==> config.mk <==
export PLATFORM = sky130hd
export DESIGN_NAME = twring_tc_gen
export DESIGN_NICKNAME = d
export VERILOG_FILES = /design/src/rtl/twring_pkg.sv /design/src/rtl/twring_step.sv /design/src/rtl/twring_term.sv /design/src/rtl/twring_reg.sv /design/src/rtl/twring_tc_gen.sv
export SDC_FILE = /design/constraint.sdc
export NUM_CORES = 1
export LEC_CHECK = 0
export ABC_AREA = 1
export BUFFER_PORTS_ARGS = -buffer_cell sky130_fd_sc_hd__buf_2
export CORE_AREA = 5 5 42 44
export CTS_CLUSTER_SIZE = 40
export DETAILED_ROUTE_END_ITERATION = 12
export DIE_AREA = 0 0 47 49
export PLACE_DENSITY = 0.39
export SETUP_SLACK_MARGIN = 0.3
export SYNTH_ARGS = -nofsm -noshare
export SYNTH_HDL_FRONTEND = slang
export SYNTH_SLANG_ARGS = --single-unit
==> constraint.sdc <==
create_clock -name clk -period 1.1 [get_ports clk]
set_clock_uncertainty 0.05 [all_clocks]
set_input_delay 0.165 -clock clk [delete_from_list [all_inputs] [get_ports clk]]
set_output_delay 0.165 -clock clk [all_outputs]
set_load 0.02 [all_outputs]
==> src/rtl/twring_pkg.sv <==
package twring_pkg;
  typedef enum logic {
    DIR_UP   = 1'b0,
    DIR_DOWN = 1'b1
  } twring_dir_e;
endpackage

==> src/rtl/twring_step.sv <==
// Next-state logic: shift in the selected direction, or clear an illegal pattern.
module twring_step
  import twring_pkg::*;
#(
  parameter int W = 4
) (
  input  logic [W-1:0] cur,
  input  twring_dir_e  dir,
  output wire  [W-1:0] nxt,
  output logic         legal
);
  localparam int EW = W - 1;

  logic [EW-1:0] edges;
  logic [W-1:0]  shift_up;
  logic [W-1:0]  shift_dn;
  logic [W-1:0]  nxt_c;

  // One boundary flag for each adjacent pair of bits.
  for (genvar g = 0; g < EW; g++) begin : g_edge
    assign edges[g] = cur[g+1] ^ cur[g];
  end

  // Legal Johnson patterns have at most one boundary.
  assign legal = ((edges & (edges - EW'(1))) == '0);

  always_comb begin
    shift_up = {~cur[0], cur[W-1:1]};
    shift_dn = {cur[W-2:0], ~cur[W-1]};
    if (!legal)                nxt_c = '0;
    else if (dir == DIR_DOWN)  nxt_c = shift_dn;
    else                       nxt_c = shift_up;
  end

  assign nxt = nxt_c;
endmodule

==> src/rtl/twring_term.sv <==
// Two-bit terminal decode, gated by the step enable.
module twring_term
  import twring_pkg::*;
#(
  parameter int W = 4
) (
  input  logic [W-1:0] cur,
  input  twring_dir_e  dir,
  input  logic         en,
  output logic         tc
);
  logic hit_up;
  logic hit_dn;

  always_comb begin
    hit_up = cur[W-1] & ~cur[W-2];
    hit_dn = ~cur[W-1] & ~cur[0];
    tc     = en & ((dir == DIR_DOWN) ? hit_dn : hit_up);
  end
endmodule

==> src/rtl/twring_reg.sv <==
// State register with a clock enable and an asynchronous clear.
module twring_reg #(
  parameter int W = 4
) (
  input  logic         clk,
  input  logic         rst_n,
  input  logic         en,
  input  logic [W-1:0] d,
  output logic [W-1:0] q
);
  always_ff @(posedge clk or negedge rst_n) begin
    if (!rst_n)  q <= '0;
    else if (en) q <= d;
  end
endmodule

==> src/rtl/twring_tc_gen.sv <==
// Bidirectional Johnson-ring prescaler with a constant-time terminal count.
// STAGES must be at least 2; the ring cycles through 2*STAGES states.
module twring_tc_gen
  import twring_pkg::*;
#(
  parameter int STAGES = 4
) (
  input  logic              clk,
  input  logic              rst_n,
  input  logic              en,
  input  logic              dn,
  output logic [STAGES-1:0] ring,
  output logic              tc
);
  twring_dir_e        dir;
  wire [STAGES-1:0]   ring_nxt;
  logic               ring_legal;
  logic [STAGES-1:0]  ring_q;

  assign dir = twring_dir_e'(dn);

  twring_step #(.W(STAGES)) u_step (
    .cur   (ring_q),
    .dir   (dir),
    .nxt   (ring_nxt),
    .legal (ring_legal)
  );

  twring_reg #(.W(STAGES)) u_reg (
    .clk   (clk),
    .rst_n (rst_n),
    .en    (en),
    .d     (ring_nxt),
    .q     (ring_q)
  );

  twring_term #(.W(STAGES)) u_term (
    .cur (ring_q),
    .dir (dir),
    .en  (en),
    .tc  (tc)
  );

  assign ring = ring_q;
endmodule

==> run metrics <==
Synth Warn #=0; via density per instance=4.03; Max Cap Violations=0; overflow left after global routing=0; outcome=finished with violations; maximum frequency from static timing analysis=738 MHz; clock buffers created by TritonCTS=3; effective utilization at floorplan=19.0%; area share of the largest cell type after synthesis=37.6%; total negative slack for setup checks=-0.812 ns; number of search-and-repair iterations in the first detailed-routing pass=4; slowest cell on the critical path=sky130_fd_sc_hd__dfrtp_2; busiest metal layer after global routing=met2; number of synthesized register bits=4; Layout Area Growth over Synthesis=110%; Regs by FF count=u_reg.q: 4 flops; unrepaired setup endpoints after global routing=true; Max transition margin=between 80% and 90%; Die Width=47 µm; clock insertion delay at the later pin of the skew report=0.24 ns; post-DR wirelength/cell=9.75 µm; area of the core=1400 µm²; final layout net count=70; number of top-level pins=9; library cell used as clock root buffer=sky130_fd_sc_hd__clkbuf_4; share of post-route cells with drive strength above 1=59.4%; total leakage power=about 0.28 nW; first-pass GRT wire length=1160 µm; Final WS setup=-0.254 ns; minimum setup slack after placement=-0.0569 ns; final hold violation count=0; Final GP Congestion=about 0.69; final clock period utilization by the worst path=123%; drt total wl=780 µm; biggest fanout along the worst timing path=4; CTS tree=yes; minimum period implied by the final worst setup slack=between 1 and 1.5 ns; Power Total=1.63 mW; leading cell types by total area after synthesis=sky130_fd_sc_hd__dfrtp_1 (38%), sky130_fd_sc_hd__nand2_1 (30%), sky130_fd_sc_hd__o21ai_0 (7.5%), sky130_fd_sc_hd__inv_1 (5.6%), sky130_fd_sc_hd__nor2_1 (5.6%); Die Y-Extent=49 µm; Worst Max-Slew Pin Slew=0.176 ns; fin cells=80; detailed router's first-iteration violation count=4; CTS H-Tree Depth=1; fin. max-slew vios=0; number of standard-cell rows in the floorplan=14; count of fill cells added during filler insertion=162; DRT antenna net count=0; path class of the lowest-slack min-delay path=in2async; synthesized netlist cell count=43; final standard cell area without fillers=561 µm²; Finish-stage setup viols=7; half-perimeter wire length after detailed placement=553 µm; met2 track utilization from global routing=9.73%; # clock sinks=4; Critical Path Start Type=register; initial antenna violation count=0; CP max stage delay=0.43 ns; antenna diode count=0; vias in the first global route=290; violated checks=setup timing; average footprint of a synthesized cell=6.20 µm²; total placed instance area=385 µm²; die footprint=2300 µm²; number of buffers and inverters on the critical path=1; Biggest register=u_reg.q; maximum number of pins on one net before global-route repair=8; worst hold-check slack=0.208 ns; remaining design rule violation count=0; worst-path cell chain=ha_4 -> o21ai_4 -> nor2_4 -> buf_6; Seq/Total Area, Yosys=a little under two fifths; WS Path Type=reg2out; post-synth design cell area=267 µm²; number of different library cells in the post-synthesis netlist=10; number of buffers on the longest clock path=2; met3 track demand over resource in global routing=1.11%; detailed-route via count=322; Pwr per Cell Area=2910 nW/µm²; Global Route met1 Usage=about a tenth; maximum resistive drop on vdd=0.00121 V; number of flip-flops in the largest register=4; critical path required time=0.88 ns; clock transition at the registers of the reported paths=0.04 ns; instance count after placement with tap cells included=69; Synth Net Count=48; crit path capture type=output port; family of cells with the greatest summed delay on the critical path=flip-flops; # port buffers=8; largest area contributor in the synthesized netlist=sky130_fd_sc_hd__dfrtp_1; final standard cell utilization of the core=40.0%; arrival time of data at the critical path endpoint=1.14 ns; GR Util All Layers=7.07%
==> cell type report <==
type                            instances  area (µm²)  share of cell area, %
Sequential cell                         4         105                   18.8
Clock buffer                            4        26.3                   4.69
Timing Repair Buffer                   17         165                   29.5
Inverter                                5        18.8                   3.35
Multi-Input combinational cell         34         225                   40.2
Tap cell                               16        20.0                   3.57
==> synth_stat cells <==
cell	count
sky130_fd_sc_hd__ha_1	1
sky130_fd_sc_hd__o21ai_0	4
sky130_fd_sc_hd__dfrtp_1	4
sky130_fd_sc_hd__a21oi_1	2
sky130_fd_sc_hd__inv_2	1
sky130_fd_sc_hd__nand2_2	1
sky130_fd_sc_hd__nand2_1	21
sky130_fd_sc_hd__nand3_1	1
sky130_fd_sc_hd__nor2_1	4
sky130_fd_sc_hd__inv_1	4
==> power breakdown <==
group / switching [mW] / leakage, nW / internal [mW]
sequential: 0.0896 / 0.0464 / 0.223
combinational: 0.541 / 0.216 / 0.577
clock: 0.0622 / 0.0150 / 0.136
total: 0.692 / 0.277 / 0.936
==> final timing paths <==
kind,depth (start not counted),end,slack [ns],start
max,4,tc,-0.25,u_reg.q[3]$_DFFE_PN0P_
min,2,u_reg.q[2]$_DFFE_PN0P_,0.21,rst_n
max reg2reg,7,u_reg.q[0]$_DFFE_PN0P_,-0.07,u_reg.q[2]$_DFFE_PN0P_
min reg2reg,2,u_reg.q[0]$_DFFE_PN0P_,0.51,u_reg.q[0]$_DFFE_PN0P_
max in group asynchronous,2,u_reg.q[0]$_DFFE_PN0P_,0.66,rst_n
min in group clk,4,u_reg.q[2]$_DFFE_PN0P_,0.23,en
==> cell families (layout without fill, tap and decap cells) <==
logic type / after synthesis / count (layout) / synth area share [%]
adders and majority gates: 1 / 1 / 4.69
DFF: 4 / 4 / 37.6
and+or+nand+nor: 27 / 27 / 39.4
buffers and inverters: 5 / 26 / 7.04
AOI/OAI and AO/OA: 6 / 6 / 11.3
==> layout by cell type (no fill, tap or decap), drive strengths merged <==
| cell | instances |
|---|---|
| nand2 | 22 |
| buf | 16 |
| inv | 5 |
| dfrtp | 4 |
| nor2 | 4 |
| clkbuf | 4 |
| o21ai | 4 |
| a21oi | 2 |
| nand3 | 1 |
| ha | 1 |
| dlygate4sd3 | 1 |
==> metal layers <==
layer	share of wire (%)	up-vias
li1	-	175
met1	44	131
met2	45	12
met3	7.3	4
met4	3.2	0
met5	0	-
==> worst reg2reg max path, cell delays in order (launching register included) <==
cell and delay, ns:
sky130_fd_sc_hd__dfrtp_2 0.41, sky130_fd_sc_hd__buf_6 0.12, sky130_fd_sc_hd__buf_12 0.12, sky130_fd_sc_hd__o21ai_4 0.12
sky130_fd_sc_hd__nand2_2 0.08, sky130_fd_sc_hd__nand2_4 0.09, sky130_fd_sc_hd__nand2_2 0.05, sky130_fd_sc_hd__nand2_2 0.05
==> what timing repair did <==
item | in CTS | in global routing
setup buffers | 3 | 3
setup endpoints to repair | 9 | 9
pin swaps | 7 | 3
gates cloned | 0 | 0
endpoints found under the hold margin | 4 | 0
resized for setup | 19 | 12
hold buffers | 1 | 0
No activity file was read; power rests on OpenSTA's default activity.
